`src/rtl/adc_sp_pkg.sv`:
```
package adc_sp_pkg;

  typedef enum logic [2:0] {
    PH_QUIET = 3'd0,
    PH_NULL  = 3'd1,
    PH_MSB   = 3'd2,
    PH_LSB   = 3'd3,
    PH_TAIL  = 3'd4
  } sp_phase_e;

endpackage

```
`src/rtl/sp_edge_track.sv`:
```
module sp_edge_track (
  input  logic clk_i,
  input  logic rst_ni,
  input  logic cs_ni,
  input  logic sclk_i,
  output logic start_o,
  output logic fall_o,
  output logic sel_q_o
);

  logic cs_q;
  logic sclk_q;

  always_ff @(posedge clk_i or negedge rst_ni) begin
    if (!rst_ni) begin
      cs_q   <= 1'b1;
      sclk_q <= 1'b0;
    end else begin
      cs_q   <= cs_ni;
      sclk_q <= sclk_i;
    end
  end

  assign start_o = cs_q & ~cs_ni;
  assign fall_o  = sclk_q & ~sclk_i;
  assign sel_q_o = cs_q;

endmodule

```
`src/rtl/sp_frame_ctr.sv`:
```
module sp_frame_ctr
  import adc_sp_pkg::*;
#(
  parameter int W    = 12,
  parameter int LEAD = 2,
  localparam int LAST  = LEAD + 2 * W,
  localparam int CNT_W = $clog2(LAST + 1)
) (
  input  logic             clk_i,
  input  logic             rst_ni,
  input  logic             cs_ni,
  input  logic             start_i,
  input  logic             fall_i,
  output logic [CNT_W-1:0] cnt_o,
  output sp_phase_e        phase_o
);

  localparam logic [CNT_W-1:0] C_NULL    = CNT_W'(LEAD);
  localparam logic [CNT_W-1:0] C_MSB_END = CNT_W'(LEAD + W);
  localparam logic [CNT_W-1:0] C_LSB_END = CNT_W'(LEAD + 2 * W - 1);
  localparam logic [CNT_W-1:0] C_SAT     = CNT_W'(LAST);

  logic [CNT_W-1:0] cnt_q;

  always_ff @(posedge clk_i or negedge rst_ni) begin
    if (!rst_ni) begin
      cnt_q <= '0;
    end else if (cs_ni || start_i) begin
      cnt_q <= '0;
    end else if (fall_i && (cnt_q != C_SAT)) begin
      cnt_q <= cnt_q + CNT_W'(1);
    end
  end

  always_comb begin
    if (cnt_q < C_NULL)          phase_o = PH_QUIET;
    else if (cnt_q == C_NULL)    phase_o = PH_NULL;
    else if (cnt_q <= C_MSB_END) phase_o = PH_MSB;
    else if (cnt_q <= C_LSB_END) phase_o = PH_LSB;
    else                         phase_o = PH_TAIL;
  end

  assign cnt_o = cnt_q;

  AST_ONE_EDGE_STEP: assert property (@(posedge clk_i) disable iff (!rst_ni)
    (!cs_ni && !start_i && !fall_i) |=> $stable(cnt_q)) else $error("count moved without edge");

  AST_STEP_BY_ONE: assert property (@(posedge clk_i) disable iff (!rst_ni)
    (!cs_ni && !start_i && fall_i && cnt_q != C_SAT) |=> (cnt_q == $past(cnt_q) + CNT_W'(1))) else $error("count skipped");

endmodule

```
`src/rtl/sp_shift_mux.sv`:
```
module sp_shift_mux
  import adc_sp_pkg::*;
#(
  parameter int W    = 12,
  parameter int LEAD = 2,
  localparam int LAST  = LEAD + 2 * W,
  localparam int CNT_W = $clog2(LAST + 1),
  localparam int IDX_W = $clog2(W)
) (
  input  logic             clk_i,
  input  logic             rst_ni,
  input  logic             start_i,
  input  logic [W-1:0]     result_i,
  input  logic [CNT_W-1:0] cnt_i,
  input  sp_phase_e        phase_i,
  output logic             sdo_o,
  output logic             oe_o
);

  logic [W-1:0]     word_q;
  logic [IDX_W-1:0] idx;
  int               n;

  always_ff @(posedge clk_i or negedge rst_ni) begin
    if (!rst_ni)      word_q <= '0;
    else if (start_i) word_q <= result_i;
  end

  always_comb begin
    n   = int'(cnt_i);
    idx = '0;
    if (phase_i == PH_MSB)      idx = IDX_W'(LEAD + W - n);
    else if (phase_i == PH_LSB) idx = IDX_W'(n - LEAD - W);
  end

  assign oe_o  = (phase_i != PH_QUIET);
  assign sdo_o = ((phase_i == PH_MSB) || (phase_i == PH_LSB)) ? word_q[idx] : 1'b0;

  AST_NULL_LOW: assert property (@(posedge clk_i) disable iff (!rst_ni)
    (phase_i == PH_NULL) |-> (oe_o && !sdo_o)) else $error("null bit not low");

  AST_TAIL_LOW: assert property (@(posedge clk_i) disable iff (!rst_ni)
    (phase_i == PH_TAIL) |-> (oe_o && !sdo_o)) else $error("tail not zero");

endmodule

```
`src/rtl/adc_serial_port.sv`:
```
module adc_serial_port
  import adc_sp_pkg::*;
#(
  parameter int W    = 12,
  parameter int LEAD = 2,
  localparam int LAST  = LEAD + 2 * W,
  localparam int CNT_W = $clog2(LAST + 1)
) (
  input  logic         clk_i,
  input  logic         rst_ni,
  input  logic         cs_ni,
  input  logic         sclk_i,
  input  logic [W-1:0] result_i,
  output logic         sdo_o,
  output logic         sdo_oe_o,
  output logic         idle_o
);

  logic             start;
  logic             fall;
  logic             sel_q;
  logic [CNT_W-1:0] cnt;
  sp_phase_e        phase;

  sp_edge_track i_edge (
    .clk_i   (clk_i),
    .rst_ni  (rst_ni),
    .cs_ni   (cs_ni),
    .sclk_i  (sclk_i),
    .start_o (start),
    .fall_o  (fall),
    .sel_q_o (sel_q)
  );

  sp_frame_ctr #(.W(W), .LEAD(LEAD)) i_ctr (
    .clk_i   (clk_i),
    .rst_ni  (rst_ni),
    .cs_ni   (cs_ni),
    .start_i (start),
    .fall_i  (fall),
    .cnt_o   (cnt),
    .phase_o (phase)
  );

  sp_shift_mux #(.W(W), .LEAD(LEAD)) i_mux (
    .clk_i    (clk_i),
    .rst_ni   (rst_ni),
    .start_i  (start),
    .result_i (result_i),
    .cnt_i    (cnt),
    .phase_i  (phase),
    .sdo_o    (sdo_o),
    .oe_o     (sdo_oe_o)
  );

  assign idle_o = sel_q;

  AST_IDLE_QUIET: assert property (@(posedge clk_i) disable iff (!rst_ni)
    idle_o |-> (!sdo_oe_o && !sdo_o)) else $error("driving while idle");

  AST_DRIVE_ON_SECOND: assert property (@(posedge clk_i) disable iff (!rst_ni)
    $rose(sdo_oe_o) |-> (cnt == CNT_W'(LEAD))) else $error("enable at wrong edge");

  AST_DESELECT_RELEASE: assert property (@(posedge clk_i) disable iff (!rst_ni)
    cs_ni |=> (!sdo_oe_o && idle_o)) else $error("no release after deselect");

endmodule

```
`config.mk`:
```
export PLATFORM = sky130hd
export DESIGN_NAME = adc_serial_port
export DESIGN_NICKNAME = d
export VERILOG_FILES = /design/src/rtl/adc_sp_pkg.sv /design/src/rtl/sp_edge_track.sv /design/src/rtl/sp_frame_ctr.sv /design/src/rtl/sp_shift_mux.sv /design/src/rtl/adc_serial_port.sv
export SDC_FILE = /design/constraint.sdc
export NUM_CORES = 1
export LEC_CHECK = 0
export BUFFER_PORTS_ARGS = -buffer_cell sky130_fd_sc_hd__buf_2
export CORE_MARGIN = 2
export CORE_UTILIZATION = 40
export DETAILED_ROUTE_END_ITERATION = 6
export GPL_TIMING_DRIVEN = 0
export PLACE_DENSITY_LB_ADDON = 0.3
export SETUP_SLACK_MARGIN = 0.4
export SLEW_MARGIN = 20
export SYNTH_ARGS = -nofsm -noshare
export SYNTH_HDL_FRONTEND = slang
export SYNTH_SLANG_ARGS = --single-unit
```
`constraint.sdc`:
```
create_clock -name clk_i -period 3.9 [get_ports clk_i]
set_input_delay 0.975 -clock clk_i [delete_from_list [all_inputs] [get_ports clk_i]]
set_output_delay 0.975 -clock clk_i [all_outputs]
set_load 0.1 [all_outputs]
```
* Word-level counts from Yosys, hierarchy flattened
Cells that the tools add are included.
Widths: inputs -> output; s select.
** Cells by class
- Reductions and logical operators :: 5
- Add/subtract/negate cells :: 4
- Muxes and demuxes :: 11
- Bitwise gates (word level) :: 4
- Equality and inequality tests :: 4
- Magnitude comparators :: 4
** Operator list (number)
- $mux 3 :: 4
- $mux 5 :: 2
- $mux 4 :: 2
- $eq 3x2->1 const B :: 2
- $add 5x1->5 const B :: 1
- $eq 5x2->1 const B :: 1
- $le 5x4->1 const B :: 1
- $le 5x5->1 const B :: 1
- $lt 4x5->1 const B :: 1
- $lt 5x2->1 const B :: 1
- $ne 5x5->1 const B :: 1
- $bmux 1 s4 :: 1
- $sub 4x2->4 const B :: 1
- $sub 4x3->4 const B :: 1
- $sub 4x4->4 const A :: 1
- $reduce_bool 3->1 :: 1
- $and 1x1->1 :: 2
- $logic_or 1x1->1 :: 2
- $mux 1 :: 2
- $not 1->1 :: 2
- $reduce_bool 2->1 :: 1
- $logic_and 1x1->1 :: 1
** Word-level totals
- Bits in registers :: 19
- Bits of input ports :: 16
- Output and inout port bits :: 3
- Logic and storage cells :: 36

* Longest topological paths before layout
Gate-level depths: netlist of the first run.
- Depth in word-level cells :: 11
- Mapped depth :: 8
- Depth with buffers taken out :: 8

* By module
A second synthesis of the first run with hierarchy kept.
** Second synthesis, totals
- Cells, all modules :: 101
- Area, all modules :: 1143.6 sq um
** By module, submodules not included
- sp_shift_mux :: area an instance 691.9 sq um, sequential area each 300.3 sq um, cells each 55, times used 1
- sp_frame_ctr :: area an instance 372.9 sq um, sequential area each 125.1 sq um, cells each 42, times used 1
- sp_edge_track :: area an instance 78.8 sq um, sequential area each 51.3 sq um, cells each 4, times used 1

* Least setup slack after synthesis of the first run
Ideal clock, no wire load.
- Path kind :: register to output
- Start point :: register i_ctr.cnt_q[2], in the netlist i_ctr.cnt_o[2]
- End point :: output port sdo_o
- Data required time :: 2.925 ns
- Path buffers :: 0
- Arrival :: 3.940 ns
- Setup slack :: -1.015 ns
- Cell stages (with the launch flop) :: 9
- Path through :: dfrtp_1 -> inv_1 -> ha_1 -> or3b_1 -> nand2_2 -> nor2_2 -> nor4b_2 -> a211oi_2 -> a22oi_1
** On the way
- Word-level cells in the longest chain between the ends :: 11
- Elaborated cells between the ends (all ways) :: 19
- Classes of those cells :: 3 x add/sub; 3 x order compare; 3 x eq/ne; 9 x mux; 1 x reduce/logical
** RTL lines
- start: declaration :: RTL line sp_frame_ctr.sv:23 : logic [CNT_W-1:0] cnt_q;
- start signal: assignment :: RTL line sp_frame_ctr.sv:31 : cnt_q <= cnt_q + CNT_W'(1);
- $le 5x5->1 :: RTL line sp_frame_ctr.sv:39 : else if (cnt_q <= C_LSB_END) phase_o = PH_LSB;
- $mux 3 :: RTL line sp_frame_ctr.sv:39
- $mux 3 :: RTL line sp_frame_ctr.sv:38 : else if (cnt_q <= C_MSB_END) phase_o = PH_MSB;
- $mux 3 :: RTL line sp_frame_ctr.sv:37 : else if (cnt_q == C_NULL) phase_o = PH_NULL;
- $mux 3 :: RTL line sp_frame_ctr.sv:36 : if (cnt_q < C_NULL) phase_o = PH_QUIET;
- $eq 3x2->1 :: RTL line sp_shift_mux.sv:33, sp_shift_mux.sv:37
- $mux 4 :: RTL line sp_shift_mux.sv:33 : else if (phase_i == PH_LSB) idx = IDX_W'(n - LEAD - W);
- $mux 4 :: RTL line sp_shift_mux.sv:32 : if (phase_i == PH_MSB) idx = IDX_W'(LEAD + W - n);
- $bmux 1 s4 :: RTL line sp_shift_mux.sv:37 : assign sdo_o = ((phase_i == PH_MSB) || (phase_i == PH_LSB)) ? word_q[idx] : 1'b0;
- $mux 1 (not written as such) :: RTL line sp_shift_mux.sv:37
- $mux 1 * :: RTL line sp_shift_mux.sv:37
- end: declaration :: RTL line adc_serial_port.sv:14 : output logic sdo_o,
Every way passes the cells marked *; elsewhere a longest branch is shown, timed or not. The select of a mux whose other input is x is not followed.

* Worst setup path in the final report of the first run
- Start point :: register i_ctr.cnt_q[1], in the netlist i_ctr.cnt_o[1]
- End point :: output port sdo_o
Same word-level chain as after synthesis.

==> flow_summary.toml, run 1 <==
[cts]
tritoncts = "built"
cts_max_path_buffers = 2
numCtsBuffers = 3
clock_latency_ns = 0.29
clockRootBuffer = "clkbuf_4"
clock_sink_count = 19
post_cts_hold_buffer_count = 0
cts.htree.levels = 1
clk_transition_reported_paths_ns = 0.10

[setup_path]
crit_required_ns = 2.92
crit_chain = "ha_2 > a2111oi_4 > a41o_1 > a22o_4 > mux2_4 > a211oi_2 > a22oi_2 > buf_12"
crit_end_category = "output port"
critPathArrivalTime_ns = 2.57
timing_worst_setup_path_type = "reg2out"
worstSetupStartpointType = "flip-flop"
crit_path_max_fanout = 6
critPathMaxStageDelay_ns = 0.51
slowest_cp_cell = "dfrtp_2"

[final_layout]
area_added_between_synthesis_and_finish_pct = 38.3
layoutNonFillerInstCount = 178
nets_final = 169
fillerInstances = 241
n_antenna_cell = 0
drive_gt1_frac = 0.586
final_util = 0.565

[logic_synthesis]
post_synth_fa_ha_maj_area_fraction = 0.0720
ys_top_cells_by_area = "dfrtp_1 (37%), mux2_2 (11%), ha_1 (7.2%)"
synth.area.mux_share = 0.149
synth_simple_gate_area_frac = 0.154
postSynth.asyncResetShare = 1.00
netlist_top_cells_count = "dfrtp_1 (18), mux2_2 (12), ha_1 (7)"
synthesis_stage_register_bit_count = 19
yosysWarningCount = 0
synth_top_area_share = 0.370
synthesis.area_um2 = 1220
syn-instance-count = 108
synth_top_family_by_area = "compound AO/OA/AOI/OAI gates"
synth-compound-area-share = 0.163
synth_area_leader_cell = "dfrtp_1"
synth_xor_xnor_area_share = 0.0360
dominantRegCellSynth = "dfrtp_1"
avgSynthCellArea_um2 = 11.3
synthesis.nets = 131
synthDistinctLibCells = 47
synth_enable_flop_cells = 0
synth_seq_area_share = 0.392
yosys.cell_count.top_type = "dfrtp_1"

[route]
overall_via_count_from_detail_route = 1002
antenna_violating_nets_post_route = 0
detail_route.iter0.violations = 38
wl_per_cell_um = 16.1
dr_drc_count = 0
drt-pass1-iter-count = 4
detail_route.vias_per_cell = 5.63
postRouteWirelength_um = 2860

[power]
max-vdd-ir-drop_v = 0.000203
powerDensity_nw_per_um2 = 233
total_power_uw = 391
static_leak_nw = 0.749

[placed_design]
placement.io_buffers = 18
finalWeightedCongestion = 0.834
numPlacedInstances = 159
post-dp-hpwl_um = 1760

[sta]
max_freq_ghz = 0.282
fin_hold_ws_ns = 0.511
setup_viol = 0
final-hold-violation-count = 0
rsz0062_at_grt = "true"
worst_slew_pin_slew_ns = 0.504
post-route-period-util = 0.910
post-route-min-period_ns = 3.55
worst_clock_skew_ns = 0.00207
final_max_slew_viol_count = 0
slew_headroom = 0.660
setup_total_negative_slack_ns = 0

[grt]
grt_pass1_wl_um = 4290
maximum_number_of_pins_on_one_net_before_global_route_repair = 20
grt_util_all_layers = 0.159
grt_antenna_before_repair = 0
grt_remaining_overflow = 0
vias_in_the_first_global_route = 953

[hold_path]
hold_removal_path_class = "reg2reg"

[floorplanning]
std_cell_rows = 20
die-height_um = 59.1
die_width_um = 59.1
core_region_area_um2 = 2980
fp.dieArea_um2 = 3500
design.portCount = 19
starting_density_of_the_core = 0.408

[run]
max-cap-violations = 0

[run_status]
status = "finished, final reports clean"
==> timing repair <==
item	in CTS	in global routing
pin swaps	6	13
gates resized for setup	18	17
setup buffers	9	6
endpoints found under the setup margin	1	1
==> logic make-up after synthesis <==
| kind of cell | Yosys count |
|---|---|
| xor+xnor | 5 |
| fa+ha+maj | 7 |
| flops | 19 |
| mux | 16 |
| compound gates | 21 |
| buf+inv | 8 |
| simple gates | 32 |
==> where the power goes <==
part / switching [mW] / internal [mW]
Clock: 0.0571 / 0.0397
Sequential: 0.0128 / 0.217
Combinational: 0.0293 / 0.0351
Total: 0.0992 / 0.292
==> layer usage <==
metal | part of all wire | GRT usage | wire length (µm) | vias to the layer above
li1 | - | - | - | 478
met3 | 0.038 | 0.0153 | 108 | 6
met1 | 0.47 | 0.220 | 1330 | 493
met5 | 0 | 0 | 0 | -
met4 | 0.019 | 0.0584 | 54 | 0
met2 | 0.48 | 0.259 | 1370 | 25
==> area by class of cell <==
class / count / area (µm²) / area share
repair buffers: 33 / 221 / 0.132
well taps: 33 / 41.3 / 0.0246
flip-flops and latches: 19 / 480 / 0.286
inverters: 5 / 26.3 / 0.0156
multi-input cells: 81 / 863 / 0.513
clock buffers: 4 / 26.3 / 0.0156
plain buffers: 3 / 22.5 / 0.0134
==> cell usage in the layout (no fill, tap or decap), types with 2 or more instances in the layout <==
cell and n:
a211oi_2 2, a22oi_2 2, buf_2 17, buf_4 15, buf_6 2, clkbuf_1 2
clkbuf_4 3, dfrtp_1 15, dfrtp_2 3, ha_1 2, ha_4 4, inv_1 3
mux2_2 12, nand2_1 5, nand2_2 2, nand3_1 2, nand4_1 2, nor2_1 2
nor2b_1 2, nor3_1 5, xnor2_1 4
==> worst paths after layout <==
check | start | end | slack (ns) | depth (start not counted)
worst max register to register | i_edge.sel_q_o | i_mux.word_q[9] | 2.08 | 3
worst min register to register | i_mux.word_q[1] | i_mux.word_q[1] | 0.51 | 1
worst max-delay path | i_ctr.cnt_o[1] | sdo_o | 0.35 | 8
min in group asynchronous | rst_ni | i_mux.word_q[0] | 0.60 | 1
max in group asynchronous | rst_ni | i_edge.sel_q_o | 2.97 | 1
worst min-delay path | i_mux.word_q[1] | i_mux.word_q[1] | 0.51 | 1
==> critical path, delay by kind of cell (launching register included) <==
| family | cells | cell delay, ns |
|---|---|---|
| AOI/OAI and AO/OA | 5 | 1.04 |
| DFF | 1 | 0.51 |
| muxes | 1 | 0.30 |
| adders and majority gates | 1 | 0.24 |
| buffers and inverters | 1 | 0.18 |
==> flip-flops by register name, summed over array words and instances (netlist names) <==
name,cells
i_ctr.cnt_o,5
i_mux.word_q,12
i_edge.sel_q_o,1
i_edge.sclk_q,1
==> per-stage QoR <==
step	setup slack [ns]	cell area (µm²)
3_5_place_dp	0.279	1380
4_1_cts	0.401	1560
2_1_floorplan	0.180	1240
6_report	0.352	1680
3_3_place_gp	0.288	1380
5_1_grt	0.267	1680
Power figures use the tool's default switching activity.
==> run 2: changes to the inputs <==
--- a/config.mk
+++ b/config.mk
@@ -15,4 +15,5 @@
 export SLEW_MARGIN = 20
 export SYNTH_ARGS = -nofsm -noshare
 export SYNTH_HDL_FRONTEND = slang
+export SYNTH_HIERARCHICAL = 1
 export SYNTH_SLANG_ARGS = --single-unit
==> flow_summary.toml, run 2 <==
[logic_synthesis]
synth_top_area_share = 0.394
synth_enable_flop_cells = 0
synth_seq_area_share = 0.417
netlist_top_cells_count = "dfrtp_1 (18), mux2_2 (12), mux2i_1 (7)"
yosys.cell_count.top_type = "dfrtp_1"
synth_area_leader_cell = "dfrtp_1"
dominantRegCellSynth = "dfrtp_1"
yosysWarningCount = 6
synthesis.nets = 122
synthesis_stage_register_bit_count = 19
synthDistinctLibCells = 38
ys_top_cells_by_area = "dfrtp_1 (39%), mux2_2 (12%), mux2i_1 (6.1%)"
synthesis.area_um2 = 1140
avgSynthCellArea_um2 = 11.3
syn-instance-count = 101
postSynth.asyncResetShare = 1.00

[cts]
tritoncts = "built"
cts.htree.levels = 1
clock_latency_ns = 0.30
cts_max_path_buffers = 2
clockRootBuffer = "clkbuf_4"
clk_transition_reported_paths_ns = 0.11
numCtsBuffers = 3
post_cts_hold_buffer_count = 0
clock_sink_count = 19

[setup_path]
crit_path_max_fanout = 5
timing.critical_path.max_delay_family = "compound AO/OA/AOI/OAI gates"
worstSetupStartpointType = "flip-flop"
critPathArrivalTime_ns = 2.61
timing_worst_setup_path_type = "reg2out"
crit_chain = "buf_6 > and4_1 > a311oi_2 > nor2_4 > nor2b_4 > a211oi_4 > mux2i_1 > a22o_1 > a32o_2 > buf_12"
crit_required_ns = 2.92
worst-path-buf-inv = 2
slowest_cp_cell = "dfrtp_2"
critPathMaxStageDelay_ns = 0.44
crit_end_category = "output port"

[final_layout]
nets_final = 161
most-common-layout-cells = "buf_2 (17), dfrtp_1 (16), buf_4 (14), mux2_2 (12), mux2i_1 (6)"
n_antenna_cell = 0
layoutNonFillerInstCount = 170
fillerInstances = 221
area_added_between_synthesis_and_finish_pct = 31.8
drive_gt1_frac = 0.525
mostFrequentLayoutCell = "buf_2"
largest_register_ff_count = 12
regMostFlops = "i_mux/word_q"
final_util = 0.551

[run_status]
status = "finished, final reports clean"

[route]
detail_route.vias_per_cell = 5.24
antenna_violating_nets_post_route = 0
wl_per_cell_um = 14.0
drt-pass1-iter-count = 6
postRouteWirelength_um = 2390
overall_via_count_from_detail_route = 891
detail_route.iter0.violations = 20
dr_drc_count = 0

[sta]
slew_headroom = 0.640
setup_viol = 0
final_max_slew_viol_count = 0
setup_total_negative_slack_ns = 0
worst_slew_pin_slew_ns = 0.540
worst_clock_skew_ns = 0.00795
final-hold-violation-count = 0
max_freq_ghz = 0.279
post-route-min-period_ns = 3.58
rsz0062_at_grt = "true"
post-route-period-util = 0.919

[power]
max-vdd-ir-drop_v = 0.000257
static_leak_nw = 0.691
total_power_uw = 402
powerDensity_nw_per_um2 = 267

[placed_design]
placement.io_buffers = 18
numPlacedInstances = 150
post-dp-hpwl_um = 1600
finalWeightedCongestion = 0.749

[grt]
vias_in_the_first_global_route = 921
grt_remaining_overflow = 0
grt_pass1_wl_um = 4060
grt_util_all_layers = 0.158
maximum_number_of_pins_on_one_net_before_global_route_repair = 20
grt_antenna_before_repair = 0
globalRouteMet1Util = 0.201
gr-usage-met2 = 0.276
grt_util_met3 = 0.0159
grt.busiest_layer = "met2"

[floorplanning]
die_width_um = 57.5
fp.dieArea_um2 = 3300
std_cell_rows = 19
die-height_um = 57.5
design.portCount = 19
starting_density_of_the_core = 0.418
core_region_area_um2 = 2730

[run]
max-cap-violations = 0

[hold_path]
hold_removal_path_class = "reg2reg"
==> run 2: cell families (layout without fill, tap and decap cells) <==
family,count (synthesis),after routing,synth area share
xor gates and xnor gates,4,4,0.0306
adders and majority gates,5,5,0.0547
buffers and inverters,9,47,0.0339
DFF,19,19,0.417
and+or+nand+nor,27,27,0.158
muxes,19,19,0.179
AOI/OAI and AO/OA,18,18,0.127
==> run 2: path summary, 6_finish.rpt <==
| path | from | end | slack, ns | cells past startpoint |
|---|---|---|---|---|
| setup / recovery | i_ctr/cnt_o[1] | sdo_o | 0.32 | 10 |
| max in group asynchronous | rst_ni | i_edge/sel_q_o | 2.96 | 1 |
| min in group asynchronous | rst_ni | i_mux/word_q[11] | 0.60 | 1 |
| hold reg to reg | i_mux/word_q[10] | i_mux/word_q[10] | 0.52 | 1 |
| setup reg to reg | i_edge/sel_q_o | i_mux/word_q[10] | 2.20 | 3 |
| hold / removal | i_mux/word_q[10] | i_mux/word_q[10] | 0.52 | 1 |
==> run 2: final cells by class <==
class	count	area [µm²]	area share
Tap cell	31	38.8	0.0257
Inverter	6	22.5	0.0149
Timing Repair Buffer	34	233	0.154
Clock inverter	1	5.00	0.00332
Buffer	3	26.3	0.0174
Multi-Input combinational cell	73	681	0.451
Clock buffer	3	22.5	0.0149
Sequential cell	19	479	0.318
==> run 2: report_power, final <==
part           switching (mW)  internal (mW)
combinational          0.0340         0.0405
sequential             0.0101          0.217
clock                  0.0618         0.0381
total                   0.106          0.296
==> run 2: worst reg2reg max path: stages (launching register included) <==
cell	delay, ns
dfstp_2	0.55
nor2b_4	0.21
buf_1	0.45
mux2_2	0.39
==> run 2: metrics by stage <==
stage	instance area (µm²)	worst slack [ns]	hold WS, ns
after floorplan	1140	0.453	0.480
after global placement	1270	0.110	0.490
after detailed placement	1270	0.0654	0.494
after CTS	1480	0.367	0.519
after global routing	1510	0.172	0.545
final	1510	0.316	0.516
==> run 2: metal layers <==
layer	wire length, µm	vias to the layer above	share of wire
met2	1240	9	0.52
li1	-	443	-
met1	1090	437	0.46
met3	41	2	0.017
met4	11	0	0.0046
met5	0	-	0
==> run 2: repair_timing <==
item                       CTS  global route
buffers inserted            14             2
pin swaps                   11             5
setup endpoints to repair    2             1
resized for setup           23             1
cloned                       0             0
==> run 3: changes to the inputs <==
--- a/config.mk
+++ b/config.mk
@@ -11,7 +11,7 @@
 export DETAILED_ROUTE_END_ITERATION = 6
 export GPL_TIMING_DRIVEN = 0
 export PLACE_DENSITY_LB_ADDON = 0.3
-export SETUP_SLACK_MARGIN = 0.4
+export SETUP_SLACK_MARGIN = 0.02
 export SLEW_MARGIN = 20
 export SYNTH_ARGS = -nofsm -noshare
 export SYNTH_HDL_FRONTEND = slang
==> flow_summary.toml, run 3 (synthesis results as in run 2) <==
[run_status]
status = "finished, final reports clean"

[grt]
grt_util_all_layers = 0.149
grt_pass1_wl_um = 3850
grt_antenna_before_repair = 0
maximum_number_of_pins_on_one_net_before_global_route_repair = 20
grt_remaining_overflow = 0
vias_in_the_first_global_route = 876

[power]
static_leak_nw = 0.627
max-vdd-ir-drop_v = 0.000272
powerDensity_nw_per_um2 = 290

[final_layout]
final_util = 0.500
drive_gt1_frac = 0.426
nets_final = 151
mostFrequentLayoutCell = "buf_2"
regMostFlops = "i_mux/word_q"
seqCellArea_um2 = 479
fillerInstances = 243
post-route-cell-area_um2 = 1370
n_antenna_cell = 0
largest_register_ff_count = 12
multi_input_comb_area_um2 = 641
area_added_between_synthesis_and_finish_pct = 19.5
most-common-layout-cells = "buf_2 (18), dfrtp_1 (16), mux2_2 (12), buf_4 (7), mux2i_1 (7)"

[setup_path]
worstSetupStartpointType = "flip-flop"
crit_end_category = "output port"
rr_endpoint = "i_mux/word_q[8]"
rrSetupSlack_ns = 2.21
reg2reg_depth = 3
crit_required_ns = 2.92
critPathArrivalTime_ns = 2.71
timing_worst_setup_path_type = "reg2out"
crit_path_max_fanout = 5
rr_startpoint = "i_edge/sel_q_o"

[route]
wl_per_cell_um = 13.8
dr_drc_count = 0
detail_route.vias_per_cell = 5.28
detail_route.iter0.violations = 15
drt-pass1-iter-count = 4
antenna_violating_nets_post_route = 0
postRouteWirelength_um = 2210
overall_via_count_from_detail_route = 845

[cts]
cts.htree.levels = 1
cts_max_path_buffers = 2
clock_latency_ns = 0.29
tritoncts = "built"
clk_transition_reported_paths_ns = 0.11
numCtsBuffers = 3
clock_sink_count = 19
clockRootBuffer = "clkbuf_4"

[sta]
slew_headroom = 0.649
rsz0062_at_grt = "false"
worst_slew_pin_slew_ns = 0.526
final-hold-violation-count = 0
setup_total_negative_slack_ns = 0
max_freq_ghz = 0.271
final_max_slew_viol_count = 0
post-route-min-period_ns = 3.69
setup_viol = 0
worst_clock_skew_ns = 0.00120
post-route-period-util = 0.945

[run]
max-cap-violations = 0

[floorplanning]
design.portCount = 19
die-height_um = 57.5
core_region_area_um2 = 2730
starting_density_of_the_core = 0.418
die_width_um = 57.5
fp.dieArea_um2 = 3300
std_cell_rows = 19

[hold_path]
min_delay_path_depth = 1
start_point_of_the_worst_hold_path = "i_mux/word_q[7]"
hold_end = "i_mux/word_q[7]"
hold_removal_path_class = "reg2reg"

[placed_design]
placement.io_buffers = 18
finalWeightedCongestion = 0.735
placed_cell_area_um2 = 1270
post-dp-hpwl_um = 1590
## run 3: layer usage
layer	wire [µm]	GRT usage
met1	1010	0.198
met2	1140	0.244
met3	47	0.0295
met4	14	0.0498
met5	0	0
## run 3: worst max-delay path by stage
stage	startpoint	to	slack, ns
3_3_place_gp	i_ctr/cnt_o[1]	sdo_o	0.07
3_5_place_dp	i_ctr/cnt_o[1]	sdo_o	0.04
2_1_floorplan	i_ctr/cnt_o[0]	sdo_o	0.17
4_1_cts	i_ctr/cnt_o[1]	sdo_o	0.02
6_report	i_ctr/cnt_o[1]	sdo_o	0.21
5_1_grt	i_ctr/cnt_o[1]	sdo_o	0.04
## run 3: layout make-up
| type | count | area share |
|---|---|---|
| Multi-Input combinational cell | 73 | 0.469 |
| Sequential cell | 19 | 0.351 |
| Timing Repair Buffer | 24 | 0.103 |
| Tap cell | 31 | 0.0284 |
| Clock buffer | 3 | 0.0165 |
| Inverter | 6 | 0.0165 |
| Buffer | 3 | 0.0119 |
| Clock inverter | 1 | 0.00366 |
## run 3: where the power goes
| part | internal (mW) | leakage [nW] | switching, mW | total, mW |
|---|---|---|---|---|
| Clock | 0.0381 | 0.0177 | 0.0605 | 0.0987 |
| Sequential | 0.217 | 0.229 | 0.0104 | 0.228 |
| Combinational | 0.0362 | 0.380 | 0.0336 | 0.0698 |
## run 3: per-stage QoR
stage	setup slack, ns	total power [mW]	std cells	hold slack [ns]
final	0.213	0.396	160	0.516
after global routing	0.0435	0.422	160	0.540
after CTS	0.0237	0.401	154	0.523
after detailed placement	0.0388	0.300	150	0.497
after global placement	0.0750	0.296	150	0.491
after floorplan	0.168	0.276	101	0.480
## run 3: what timing repair did
item                                    CTS  global route
endpoints found under the setup margin    1             1
pin swaps                                 0             1
hold buffers                              0             0
setup buffers                             0             6
cloned                                    0             0
gates resized for setup                   4             3
## run 3: worst max-delay path, stage by stage, from the launching register on
cell and delay (ns):
dfrtp_2 0.45, buf_4 0.14, ha_1 0.23, a311oi_2 0.27
nor2_2 0.09, nor2b_4 0.14, a211oi_4 0.29, mux2i_1 0.26
a22o_1 0.17, a32o_1 0.15, buf_6 0.23
